==> src/rtl/sdram_seq_pkg.sv <==
package sdram_seq_pkg;

    localparam int BA_W   = 2;
    localparam int ROW_W  = 12;
    localparam int COL_W  = 9;
    localparam int DQ_W   = 16;
    localparam int LANES  = DQ_W / 8;
    localparam int ADDR_W = BA_W + ROW_W + COL_W;
    localparam int AP_BIT = 10;

    // {cs_n, ras_n, cas_n, we_n}
    typedef enum logic [3:0] {
        CMD_MRS = 4'b0000,
        CMD_REF = 4'b0001,
        CMD_PRE = 4'b0010,
        CMD_ACT = 4'b0011,
        CMD_WR  = 4'b0100,
        CMD_RD  = 4'b0101,
        CMD_BST = 4'b0110,
        CMD_NOP = 4'b0111
    } sd_cmd_e;

    typedef struct packed {
        sd_cmd_e              cmd;
        logic [BA_W-1:0]      ba;
        logic [ROW_W-1:0]     a;
        logic [LANES-1:0]     dqm;
        logic [DQ_W-1:0]      dq;
        logic                 oe;
    } sd_bus_t;

    typedef struct packed {
        logic                 wr;
        logic [BA_W-1:0]      ba;
        logic [ROW_W-1:0]     row;
        logic [COL_W-1:0]     col;
        logic [DQ_W-1:0]      wd;
        logic [LANES-1:0]     be;
    } sd_req_t;

    function automatic int imax(input int x, input int y);
        return (x > y) ? x : y;
    endfunction

    // burst length 1, sequential order, given CAS latency
    function automatic logic [ROW_W-1:0] mode_word(input int cl);
        logic [ROW_W-1:0] m;
        m      = '0;
        m[6:4] = 3'(cl);
        return m;
    endfunction

    function automatic sd_bus_t bus_idle();
        sd_bus_t b;
        b     = '0;
        b.cmd = CMD_NOP;
        return b;
    endfunction

endpackage

==> src/rtl/sdram_seq_refresh.sv <==
module sdram_seq_refresh #(
    parameter int INTERVAL = 1560
) (
    input  logic clk,
    input  logic rst,
    input  logic en,
    input  logic ack,
    output logic pending
);
    localparam int CNT_W = $clog2(INTERVAL + 1);

    logic [CNT_W-1:0] cnt;
    logic             tick;

    assign tick = en && (cnt == CNT_W'(INTERVAL - 1));

    always_ff @(posedge clk) begin
        if (rst || !en) begin
            cnt     <= '0;
            pending <= 1'b0;
        end else begin
            cnt     <= tick ? '0 : cnt + 1'b1;
            pending <= (pending && !ack) || tick;
        end
    end
endmodule

==> src/rtl/sdram_seq_ctrl.sv <==
module sdram_seq_ctrl import sdram_seq_pkg::*; #(
    parameter int INIT_WAIT = 20000,
    parameter int T_RCD     = 2,
    parameter int T_RAS     = 5,
    parameter int T_RC      = 7,
    parameter int T_RP      = 2,
    parameter int T_RRC     = 7,
    parameter int T_MRD     = 2,
    parameter int T_WR      = 2,
    parameter int CAS_LAT   = 2
) (
    input  logic              clk,
    input  logic              rst,
    input  logic              req_valid,
    input  logic              req_write,
    input  logic [ADDR_W-1:0] req_addr,
    input  logic [DQ_W-1:0]   req_wdata,
    input  logic [LANES-1:0]  req_be,
    output logic              req_ready,
    input  logic              ref_pending,
    output logic              ref_ack,
    output logic              init_done,
    output sd_bus_t           bus_nxt
);
    // cycles from activate until the next command may issue
    localparam int ACC_R   = imax(T_RC, T_RAS + T_RP);
    localparam int ACC_W   = imax(ACC_R, T_RCD + T_WR + T_RP);
    localparam int GAP_MAX = imax(INIT_WAIT, imax(ACC_W, imax(T_RRC, T_MRD)));
    localparam int GAP_W   = $clog2(GAP_MAX + 1);

    typedef enum logic [2:0] {
        ST_PWR, ST_IREF1, ST_IREF2, ST_IMRS, ST_IDLE, ST_RW
    } st_e;

    st_e              state, state_n;
    logic [GAP_W-1:0] gap, gap_n;
    sd_req_t          cur, cur_n;
    logic             free;

    assign free      = (gap == '0);
    assign init_done = (state == ST_IDLE) || (state == ST_RW);
    assign req_ready = (state == ST_IDLE) && free && !ref_pending;

    always_comb begin
        state_n = state;
        gap_n   = free ? gap : gap - 1'b1;
        cur_n   = cur;
        ref_ack = 1'b0;
        bus_nxt = bus_idle();
        if (free) begin
            unique case (state)
                ST_PWR: begin
                    bus_nxt.cmd       = CMD_PRE;
                    bus_nxt.a[AP_BIT] = 1'b1;
                    gap_n             = GAP_W'(T_RP - 1);
                    state_n           = ST_IREF1;
                end
                ST_IREF1, ST_IREF2: begin
                    bus_nxt.cmd = CMD_REF;
                    gap_n       = GAP_W'(T_RRC - 1);
                    state_n     = (state == ST_IREF1) ? ST_IREF2 : ST_IMRS;
                end
                ST_IMRS: begin
                    bus_nxt.cmd = CMD_MRS;
                    bus_nxt.a   = mode_word(CAS_LAT);
                    gap_n       = GAP_W'(T_MRD - 1);
                    state_n     = ST_IDLE;
                end
                ST_IDLE: begin
                    if (ref_pending) begin
                        bus_nxt.cmd = CMD_REF;
                        gap_n       = GAP_W'(T_RRC - 1);
                        ref_ack     = 1'b1;
                    end else if (req_valid) begin
                        cur_n.wr    = req_write;
                        cur_n.ba    = req_addr[ADDR_W-1 -: BA_W];
                        cur_n.row   = req_addr[COL_W +: ROW_W];
                        cur_n.col   = req_addr[COL_W-1:0];
                        cur_n.wd    = req_wdata;
                        cur_n.be    = req_be;
                        bus_nxt.cmd = CMD_ACT;
                        bus_nxt.ba  = cur_n.ba;
                        bus_nxt.a   = cur_n.row;
                        gap_n       = GAP_W'(T_RCD - 1);
                        state_n     = ST_RW;
                    end
                end
                ST_RW: begin
                    bus_nxt.cmd            = cur.wr ? CMD_WR : CMD_RD;
                    bus_nxt.ba             = cur.ba;
                    bus_nxt.a[COL_W-1:0]   = cur.col;
                    bus_nxt.a[AP_BIT]      = 1'b1;
                    bus_nxt.dq             = cur.wr ? cur.wd : '0;
                    bus_nxt.oe             = cur.wr;
                    bus_nxt.dqm            = cur.wr ? ~cur.be : '0;
                    gap_n                  = cur.wr ? GAP_W'(ACC_W - T_RCD - 1)
                                                    : GAP_W'(ACC_R - T_RCD - 1);
                    state_n                = ST_IDLE;
                end
                default: state_n = ST_PWR;
            endcase
        end
    end

    always_ff @(posedge clk) begin
        if (rst) begin
            state <= ST_PWR;
            gap   <= GAP_W'(INIT_WAIT - 1);
            cur   <= '0;
        end else begin
            state <= state_n;
            gap   <= gap_n;
            cur   <= cur_n;
        end
    end
endmodule

==> src/rtl/sdram_seq_phy.sv <==
module sdram_seq_phy import sdram_seq_pkg::*; #(
    parameter int CAS_LAT = 2
) (
    input  logic             clk,
    input  logic             rst,
    input  sd_bus_t          bus_nxt,
    input  logic [DQ_W-1:0]  sd_dq_in,
    output logic             sd_cke,
    output logic             sd_cs_n,
    output logic             sd_ras_n,
    output logic             sd_cas_n,
    output logic             sd_we_n,
    output logic [BA_W-1:0]  sd_ba,
    output logic [ROW_W-1:0] sd_a,
    output logic [LANES-1:0] sd_dqm,
    output logic [DQ_W-1:0]  sd_dq_out,
    output logic             sd_dq_oe,
    output logic             rd_valid,
    output logic [DQ_W-1:0]  rd_data
);
    sd_bus_t          pin_q;
    logic [CAS_LAT:0] rd_sh;

    always_ff @(posedge clk) begin
        if (rst) begin
            pin_q <= bus_idle();
            rd_sh <= '0;
        end else begin
            pin_q <= bus_nxt;
            rd_sh <= {rd_sh[CAS_LAT-1:0], bus_nxt.cmd == CMD_RD};
        end
    end

    // one capture register per byte lane
    for (genvar g = 0; g < LANES; g++) begin : g_lane
        always_ff @(posedge clk) begin
            if (rst) begin
                rd_data[g*8 +: 8] <= '0;
            end else if (rd_sh[CAS_LAT]) begin
                rd_data[g*8 +: 8] <= sd_dq_in[g*8 +: 8];
            end
        end
    end

    always_ff @(posedge clk) begin
        if (rst) rd_valid <= 1'b0;
        else     rd_valid <= rd_sh[CAS_LAT];
    end

    assign sd_cke    = 1'b1;
    assign {sd_cs_n, sd_ras_n, sd_cas_n, sd_we_n} = pin_q.cmd;
    assign sd_ba     = pin_q.ba;
    assign sd_a      = pin_q.a;
    assign sd_dqm    = pin_q.dqm;
    assign sd_dq_out = pin_q.dq;
    assign sd_dq_oe  = pin_q.oe;
endmodule

==> src/rtl/sdram_seq.sv <==
module sdram_seq import sdram_seq_pkg::*; #(
    parameter int INIT_WAIT    = 20000,
    parameter int REF_INTERVAL = 1560,
    parameter int T_RCD        = 2,
    parameter int T_RAS        = 5,
    parameter int T_RC         = 7,
    parameter int T_RP         = 2,
    parameter int T_RRC        = 7,
    parameter int T_MRD        = 2,
    parameter int T_WR         = 2,
    parameter int CAS_LAT      = 2
) (
    input  logic              clk,
    input  logic              rst,
    input  logic              req_valid,
    output logic              req_ready,
    input  logic              req_write,
    input  logic [ADDR_W-1:0] req_addr,
    input  logic [DQ_W-1:0]   req_wdata,
    input  logic [LANES-1:0]  req_be,
    output logic              rd_valid,
    output logic [DQ_W-1:0]   rd_data,
    output logic              sd_cke,
    output logic              sd_cs_n,
    output logic              sd_ras_n,
    output logic              sd_cas_n,
    output logic              sd_we_n,
    output logic [BA_W-1:0]   sd_ba,
    output logic [ROW_W-1:0]  sd_a,
    output logic [LANES-1:0]  sd_dqm,
    output logic [DQ_W-1:0]   sd_dq_out,
    output logic              sd_dq_oe,
    input  logic [DQ_W-1:0]   sd_dq_in
);
    sd_bus_t bus_nxt;
    logic    ref_pending, ref_ack, init_done;

    sdram_seq_refresh #(.INTERVAL(REF_INTERVAL)) u_ref (
        .clk(clk), .rst(rst), .en(init_done), .ack(ref_ack), .pending(ref_pending)
    );

    sdram_seq_ctrl #(
        .INIT_WAIT(INIT_WAIT), .T_RCD(T_RCD), .T_RAS(T_RAS), .T_RC(T_RC),
        .T_RP(T_RP), .T_RRC(T_RRC), .T_MRD(T_MRD), .T_WR(T_WR), .CAS_LAT(CAS_LAT)
    ) u_ctrl (
        .clk(clk), .rst(rst), .req_valid(req_valid), .req_write(req_write),
        .req_addr(req_addr), .req_wdata(req_wdata), .req_be(req_be),
        .req_ready(req_ready), .ref_pending(ref_pending), .ref_ack(ref_ack),
        .init_done(init_done), .bus_nxt(bus_nxt)
    );

    sdram_seq_phy #(.CAS_LAT(CAS_LAT)) u_phy (
        .clk(clk), .rst(rst), .bus_nxt(bus_nxt), .sd_dq_in(sd_dq_in),
        .sd_cke(sd_cke), .sd_cs_n(sd_cs_n), .sd_ras_n(sd_ras_n),
        .sd_cas_n(sd_cas_n), .sd_we_n(sd_we_n), .sd_ba(sd_ba), .sd_a(sd_a),
        .sd_dqm(sd_dqm), .sd_dq_out(sd_dq_out), .sd_dq_oe(sd_dq_oe),
        .rd_valid(rd_valid), .rd_data(rd_data)
    );
endmodule

==> config.mk <==
export PLATFORM = sky130hd
export DESIGN_NAME = sdram_seq
export DESIGN_NICKNAME = d
export VERILOG_FILES = /design/src/rtl/sdram_seq_pkg.sv /design/src/rtl/sdram_seq_refresh.sv /design/src/rtl/sdram_seq_ctrl.sv /design/src/rtl/sdram_seq_phy.sv /design/src/rtl/sdram_seq.sv
export SDC_FILE = /design/constraint.sdc
export NUM_CORES = 1
export LEC_CHECK = 0
export BUFFER_PORTS_ARGS = -buffer_cell sky130_fd_sc_hd__clkbuf_2
export CAP_MARGIN = 20
export CORE_UTILIZATION = 50
export CTS_CLUSTER_DIAMETER = 40
export DETAILED_ROUTE_END_ITERATION = 6
export PLACE_DENSITY_LB_ADDON = 0.15
export SYNTH_ARGS = -nofsm -noshare
export SYNTH_HDL_FRONTEND = slang
export SYNTH_SLANG_ARGS = --single-unit
==> constraint.sdc <==
create_clock -name clk -period 2.4 [get_ports clk]
set_clock_uncertainty 0.2 [all_clocks]
set_input_delay 0 -clock clk [delete_from_list [all_inputs] [get_ports clk]]
set_output_delay 0 -clock clk [all_outputs]
set_load 0.1 [all_outputs]
# Yosys cells after proc, flatten, opt, wreduce, memory -nomap -nowiden

Cells that the tools add are included.

Output and inout port bits: 56
Input bits: 61
Logic and storage cells: 87
Register bits after elaboration: 117

Mux-type cells: 26
Add/subtract/negate cells: 2
Bitwise gates (word level): 7
Reductions and logical operators: 23
Eq/ne operators: 9

Operators with widths:

| kind                    | number |
|---|---|
| $mux W15                | 4 |
| $pmux W15 S4            | 1 |
| $mux W37                | 1 |
| $pmux W9 S3             | 1 |
| $pmux W4 S5             | 1 |
| $mux W19                | 1 |
| $mux W17                | 1 |
| $mux W16                | 1 |
| $logic_not A15 Y1       | 1 |
| $sub A15 B1 Y15 const B | 1 |
| $mux W14                | 1 |
| $pmux W3 S4             | 1 |
| $reduce_or A2 Y1        | 6 |
| $add A11 B1 Y11 const B | 1 |
| $eq A11 B11 Y1 const B  | 1 |
| $mux W1                 | 7 |
| $eq A3 B2 Y1 const B    | 2 |
| $eq A3 B3 Y1 const B    | 2 |
| $mux W3                 | 2 |
| $not A1 Y1              | 6 |
| $reduce_or A5 Y1        | 1 |
| $eq A4 B3 Y1 const B    | 1 |
| $logic_and A1 B1 Y1     | 4 |
| $mux W4                 | 1 |
| other kinds (13)        | 18 |

# Depth between registers and ports, before layout

Gate-level depths: netlist (run 1).

Depth in word-level cells: 6
Depth in mapped cells: 8
Depth with buffers taken out: 6

# By module

From an unflattened synthesis (run 1), not the netlist that was laid out.

Cell total of the unflattened synthesis: 550
Area total of the unflattened synthesis: 4998.5 sq um

Modules (own cells, without submodules):

| module            | cells an instance | area each (sq um) | instances | seq. area each (sq um) |
|---|---|---|---|---|
| sdram_seq_ctrl    | 350               | 2745.1            | 1         | 960.9 |
| sdram_seq_phy     | 141               | 1702.9            | 1         | 1141.1 |
| sdram_seq_refresh | 59                | 550.5             | 1         | 240.2 |

# Least setup slack after synthesis (run 1)

No wires, ideal clock.

Path kind: reg2out
Start point: register u_ctrl.gap[0]
End point: output req_ready
Required time: 2.200 ns
Buffers on the path: 2
Stages on the path, launching flop included: 8
Arrival time: 2.298 ns
Slack: -0.098 ns
Cell sequence: dfxtp_1 -> inv_1 -> ha_1 -> nor4b_2 -> and4_1 -> buf_2 -> clkbuf_1 -> and3_1

Word-level cells in the longest chain between the ends: 3

Ends and longest elaborated chain:

| element                          | line                  | source |
|---|---|---|
| start: declaration               | sdram_seq_ctrl.sv:36  | `logic [GAP_W-1:0] gap, gap_n;` |
| start signal: assignment         | sdram_seq_ctrl.sv:108 | `gap <= GAP_W'(INIT_WAIT - 1);` |
| start signal: assignment         | sdram_seq_ctrl.sv:112 | `gap <= gap_n;` |
| $logic_not A15 Y1                | sdram_seq_ctrl.sv:40  | `assign free = (gap == '0);` |
| $logic_and A1 B1 Y1 (2 in a row) | sdram_seq_ctrl.sv:42  | `assign req_ready = (state == ST_IDLE) && free && !ref_pending;` |
| end: declaration                 | sdram_seq.sv:16       | `output logic req_ready,` |

Every way passes these cells.

# Final worst setup path (run 1)

Start point: register u_ctrl.gap[1]
End point: output req_ready

Same word-level chain as after synthesis.

==> impl_metrics.ini, run 1 <==
[grt]
grt-busiest-layer = met2
first_global_vias = 4152
grt.overflow.total = 0
groute.usage.overall = 0.268
grt_max_degree = 50
grtUsageMet2 = 0.474
gr-usage-met3 = 0.0695
met1_usage = 0.304
grt_pass1_wl_um = 18900
antenna_found_initial = 0

[min_path]
hold_path_depth = 4
min_from = sd_dq_in[1]
min_to = u_phy.rd_data[1]
worst_hold_path_type = input port to flip-flop

[cells_and_area]
syn_to_final_growth_pct = 48.8
drive_gt1_frac = 0.276
diodes = 0
nNetsFinal = 743

[critical_path]
r2r_slack_ps = 60
criticalPathCategory = flip-flop to output port
rr_endpoint = u_ctrl.cur[17]
path_delay_family = simple AND/OR/NAND/NOR gates
max_stage_delay_ps = 340
cp_max_fo = 13
startpoint_type = flip-flop
crit_chain = inv_2, ha_1, nor4b_4, and4_4, buf_12, and3_4, buf_12
crit_buf_inv = 3
slowest_stage = dfxtp_2
reg2reg_depth = 8
cp.arrival_ps = 2140
cp.depth = 7
end_kind = output port
cp_common_cell = buf_12
reg2reg_from = u_ctrl.gap[1]
crit_required_ps = 2200

[place]
globalplace.congestion = 0.799
io_buffers = 114
place_ws_ps = 204
dp_hpwl_um = 6780

[timing]
hold_violations = 0
slew_headroom = 0.626
period_share = 0.976
fin_ws_ps = 56.9
period_minus_slack_ps = 2340
worst_pin_slew_ps = 564
slew_violations = 0
holdWs_ps = 77.4
fmax_mhz = 427
setup-tns-final_ps = 0
setup_viol = 0
rsz0062_at_grt = yes

[cts]
cts_root_buf = clkbuf_8
clock_sinks = 116
clock_path_buffers = 2
h-tree-depth = 4
clk_latency_ps = 500
path_clk_slew_ps = 60
numCtsBuffers = 17
tritoncts = done

[power]
switchingPower_w = 0.00101
clockPowerShare = 0.530
pwr-share-comb = 0.047
max-vdd-ir-drop_mv = 0.543
leakagePower_nw = 2.62
switching_share = 0.221
p_int_w = 0.00357
power.density_mw_per_mm2 = 692
p_seq_frac = 0.424

[synth]
yosysMostFrequentCell = dfxtp_1
netlist_instances = 486
synth_common_cells = dfxtp_1, nor2_1, a21oi_1, o21ai_0, nand3_1
ys_seq_elements = 116
yosys-top-cells-area = dfxtp_1, a21oi_1, o21ai_0
synth_edf_count = 0
synth_area_per_cell_um2 = 9.15
synth_top_area_cell = dfxtp_1
yosysTopAreaCellShare = 0.522
synthFlopType = dfxtp_1
syn_area_mm2 = 0.00445
syn_nets = 550
yosysWarnings = 0
synth_cell_types = 49
synthArstFlopShare = 0
synth-seq-area-share = 0.522

[floorplan]
core.rowCount = 34
floorplan.initialDensity = 0.512
core-area_mm2 = 0.00868
die_h_um = 96.3
die_x_um = 96.3
fp.dieArea_mm2 = 0.00927
ios = 117

[job]
cap_violations = 0

[route]
wire_per_inst_um = 15.2
via_count = 4338
ant_nets = 0
drtPass1Iterations = 5
drcViolationCount = 0
routed_wl_um = 12200
drt_iter0_markers = 228
vias_per_cell = 5.42

[outcome]
status = completed
==> power by group through the flow <==
stage / clock (W) / sequential, W / combinational [W]
6_report: 0.00242 / 0.00194 / 0.000213
3_5_place_dp: 0 / 0.00198 / 0.000129
3_3_place_gp: 0 / 0.00198 / 0.000129
5_1_grt: 0.00255 / 0.00194 / 0.000230
2_1_floorplan: 0 / 0.00198 / 0.0000656
4_1_cts: 0.00245 / 0.00194 / 0.000207
==> flip-flops by register name, summed over array words and instances (netlist names) <==
signal and cells:
u_phy.sd_ras_n 1, u_phy.sd_dq_oe 1, u_phy.sd_dqm 2, u_phy.sd_a 12, u_ctrl.cur 30, u_phy.rd_sh 3, u_phy.rd_data 16, u_phy.sd_cas_n 1
u_ref.cnt 11, u_ctrl.state 3, u_ctrl.gap 15, u_phy.sd_we_n 1, u_ref.pending 1, u_phy.sd_dq_out 16, u_phy.rd_valid 1, u_phy.sd_ba 2
==> per-stage QoR <==
stage | total power [W] | instance area [µm²] | instances | util
6_report | 0.00458 | 6620 | 800 | 0.762
5_1_grt | 0.00472 | 6620 | 800 | 0.762
4_1_cts | 0.00460 | 6550 | 798 | 0.755
3_5_place_dp | 0.00211 | 5170 | 689 | 0.596
3_3_place_gp | 0.00211 | 5170 | 689 | 0.596
2_1_floorplan | 0.00204 | 4450 | 486 | -
==> layout make-up <==
cell class / instances / area [µm²]
flip-flops and latches: 116 / 2330
fillers: 593 / 2060
multi-input cells: 330 / 2000
repair buffers: 210 / 1560
clock buffers: 18 / 428
clock inverters: 14 / 153
well taps: 108 / 135
inverters: 4 / 15.0
==> timing repair <==
| action | in CTS | in global routing |
|---|---|---|
| endpoints found under the hold margin | 72 | 0 |
| gates resized for setup | 3 | 18 |
| pin swaps | 1 | 1 |
| gates cloned | 1 | 0 |
| hold buffers | 75 | 0 |
| endpoints found under the setup margin | 1 | 16 |
| setup buffers | 1 | 4 |
==> worst min-delay path, delay by kind of cell <==
family | cells | cell delay, ps
mux | 1 | 50
simple gates | 1 | 70
buf+inv | 2 | 610
==> metal layers <==
| layer | routed length [µm] | part of all wire | up-vias |
|---|---|---|---|
| met1 | 5060 | 0.42 | 2035 |
| met4 | 218 | 0.018 | 0 |
| met2 | 6110 | 0.50 | 178 |
| met5 | 0 | 0 | - |
| met3 | 777 | 0.064 | 25 |
| li1 | - | - | 2100 |
==> cell families (layout without fill, tap and decap cells) <==
family | Yosys count | count (layout) | synth area share
multiplexers | 18 | 18 | 0.0405
flip-flops | 116 | 116 | 0.522
XOR/XNOR | 11 | 11 | 0.0217
adder cells (fa/ha/maj) | 3 | 3 | 0.00844
buffers and inverters | 40 | 246 | 0.0374
AND/OR/NAND/NOR | 179 | 179 | 0.218
other | 2 | 2 | 0.00169
AO/OA/AOI/OAI | 117 | 117 | 0.149
==> placed cells by master (no fill, tap or decap), types with 12 or more instances in the layout <==
| cell | netlist | routed |
|---|---|---|
| dlygate4sd3_1 | 0 | 70 |
| buf_4 | 3 | 19 |
| nand3_1 | 39 | 39 |
| a22oi_1 | 12 | 12 |
| clkbuf_2 | 0 | 113 |
| dfxtp_1 | 116 | 113 |
| a21oi_1 | 44 | 41 |
| nand2_1 | 15 | 15 |
| nor2_1 | 46 | 46 |
| and2_1 | 18 | 18 |
| clkbuf_16 | 0 | 16 |
| o21ai_0 | 44 | 44 |
| mux2i_1 | 18 | 18 |
==> how the worst max path moves through the flow <==
stage,end,start,slack [ps]
after floorplan,req_ready,u_ctrl.gap[0],180
after global placement,u_ctrl.gap[7],u_ctrl.gap[0],270
after detailed placement,u_ctrl.gap[7],u_ctrl.gap[0],200
after CTS,req_ready,u_ctrl.gap[4],2
after global routing,req_ready,u_ctrl.gap[0],-20
final,req_ready,u_ctrl.gap[1],60
No activity file was read; power rests on OpenSTA's default activity.
==> inputs of run 2 (changes only) <==
- CORE_UTILIZATION: 50 -> 47
- CTS_CLUSTER_DIAMETER: 40 -> 100
- clock period: 2.4 -> 2.03 ns (I/O delays scaled with it)
==> run 2 against run 1 <==
Effect of this change:
- the run now ends with setup timing left
- wire length grew 5.6%
- register-to-register slack worse by 150 ps
- sequential share of layout area shrank 2.2 points
- combinational power grew 34%
- critical path depth unchanged
- worst setup slack lost 210 ps
- highest routed layer unchanged
- die area grew 6.3%
- power is 21% higher
==> impl_metrics.ini, run 2 (synthesized netlist as in run 1, its figures left out) <==
[cells_and_area]
finalNonFillerCells = 840
final_common_cell = clkbuf_2
nNetsFinal = 781
diodes = 0
fin_util = 0.769
largest_reg_flops = 30
layout_common_cells = clkbuf_2, dfxtp_1, dlygate4sd3_1
multiInputGateArea_mm2 = 0.00213
syn_to_final_growth_pct = 59.1
drive_gt1_frac = 0.342
fillCellCount = 611
top_register = u_ctrl.cur
register_area_mm2 = 0.00233

[route]
wire_per_inst_um = 15.3
drtPass1Iterations = 4
drt_iter0_markers = 213
routed_wl_um = 12800
drcViolationCount = 0
ant_nets = 0
vias_per_cell = 5.31
via_count = 4464

[critical_path]
crit_required_ps = 1830
cp_max_fo = 3
cp.arrival_ps = 1980
cp_common_cell = buf_12
r2r_slack_ps = -90
criticalPathCategory = flip-flop to output port
startpoint_type = flip-flop
max_stage_delay_ps = 330
crit_chain = inv_2, ha_4, nor4b_4, and4_4, buf_12, and3_4, buf_12
end_kind = output port
slowest_stage = dfxtp_2

[power]
pwr-share-comb = 0.052
power.density_mw_per_mm2 = 783
p_seq_frac = 0.414
clockPowerShare = 0.534
p_int_w = 0.00433
switching_share = 0.219
max-vdd-ir-drop_mv = 0.605
switchingPower_w = 0.00122
leakagePower_nw = 2.91

[grt]
groute.usage.overall = 0.257
antenna_found_initial = 0
first_global_vias = 4333
grt_max_degree = 41
grt.overflow.total = 0
grt_pass1_wl_um = 20000

[floorplan]
core-area_mm2 = 0.00920
die_h_um = 99.3
ios = 117
die_x_um = 99.3
core.rowCount = 35
floorplan.initialDensity = 0.483
fp.dieArea_mm2 = 0.00985

[cts]
path_clk_slew_ps = 60
clock_path_buffers = 2
tritoncts = done
clock_sinks = 116
numCtsBuffers = 17
h-tree-depth = 4
cts_root_buf = clkbuf_8
clk_latency_ps = 510

[outcome]
violations = setup timing
status = complete, but fails checks

[timing]
slew_headroom = 0.624
period_share = 1.07
setup_viol = 7
fmax_mhz = 459
fin_ws_ps = -150
period_minus_slack_ps = 2180
worst_pin_slew_ps = 566
rsz0062_at_grt = yes
slew_violations = 0
hold_violations = 0

[place]
dp_hpwl_um = 7170
dp.cells = 719
globalplace.congestion = 0.782
io_buffers = 114

[job]
cap_violations = 0

[min_path]
worst_hold_path_type = input port to flip-flop
-- run 2: cell count changes in the layout (fill, tap and decap cells not counted), moves of 3 or more --
cell / before / now
buf_4: 19 / 50
dlymetal6s4s_1: 3 / 0
o21ai_1: 0 / 5
or4_4: 2 / 7
dfxtp_2: 3 / 7
dlygate4sd3_1: 70 / 73
or4_1: 4 / 0
buf_6: 0 / 6
dfxtp_1: 113 / 109
o21ai_0: 44 / 39
-- run 2: path summary, 6_finish.rpt --
check | start | depth (start not counted) | end
worst min-delay path | req_wdata[6] | 4 | u_ctrl.cur[8]
worst max-delay path | u_ctrl.gap[1] | 7 | req_ready
worst min register to register | u_ctrl.cur[11] | 1 | u_phy.sd_dq_out[9]
worst max register to register | u_ctrl.gap[2] | 4 | u_ctrl.gap[13]
-- run 2: area by class of cell --
type                    count  area share
flip-flops and latches    116       0.330
multi-input cells         330       0.301
well taps                 111      0.0196
repair buffers            248       0.264
inverters                   4     0.00212
clock buffers              17      0.0585
clock inverters            14      0.0253
-- run 2: metrics by stage --
| stage | setup WS [ps] | total power (W) | setup TNS, ps | hold WS [ps] | area, µm² |
|---|---|---|---|---|---|
| floorplan | -8.85 | 0.00242 | -13.2 | -52.5 | 4450 |
| global placement | -35.2 | 0.00250 | -198 | 33.6 | 5390 |
| detailed placement | -99.2 | 0.00251 | -2030 | 41.9 | 5390 |
| CTS | -177 | 0.00555 | -376 | 60.0 | 6830 |
| global route | -215 | 0.00570 | -1390 | 79.7 | 7070 |
| finish | -150 | 0.00554 | -425 | 73.7 | 7070 |
-- run 2: routing by layer --
| layer | track usage | part of all wire | vias to the layer above |
|---|---|---|---|
| li1 | - | - | 2188 |
| met1 | 0.303 | 0.44 | 2119 |
| met2 | 0.451 | 0.50 | 137 |
| met3 | 0.0647 | 0.047 | 20 |
| met4 | 0.0962 | 0.018 | 0 |
| met5 | 0 | 0 | - |
-- run 2: timing repair --
action | CTS | global route
endpoints found under the hold margin | 92 | 0
cloned | 0 | 3
hold buffers | 73 | 0
setup buffers | 8 | 7
endpoints found under the setup margin | 74 | 66
resized for setup | 19 | 33
pin swaps | 8 | 11
-- run 2: critical path, delay by kind of cell, from the launching register on --
family	cells	cell delay, ps
flops	1	330
fa+ha+maj	1	120
buf+inv	3	350
simple gates	3	670
-- run 2: power by group through the flow --
| stage | Combinational [W] | Sequential (W) | Clock, W |
|---|---|---|---|
| floorplan | 0.0000776 | 0.00234 | 0 |
| global placement | 0.000163 | 0.00234 | 0 |
| detailed placement | 0.000164 | 0.00234 | 0 |
| CTS | 0.000261 | 0.00229 | 0.00299 |
| global route | 0.000308 | 0.00230 | 0.00309 |
| finish | 0.000286 | 0.00229 | 0.00296 |
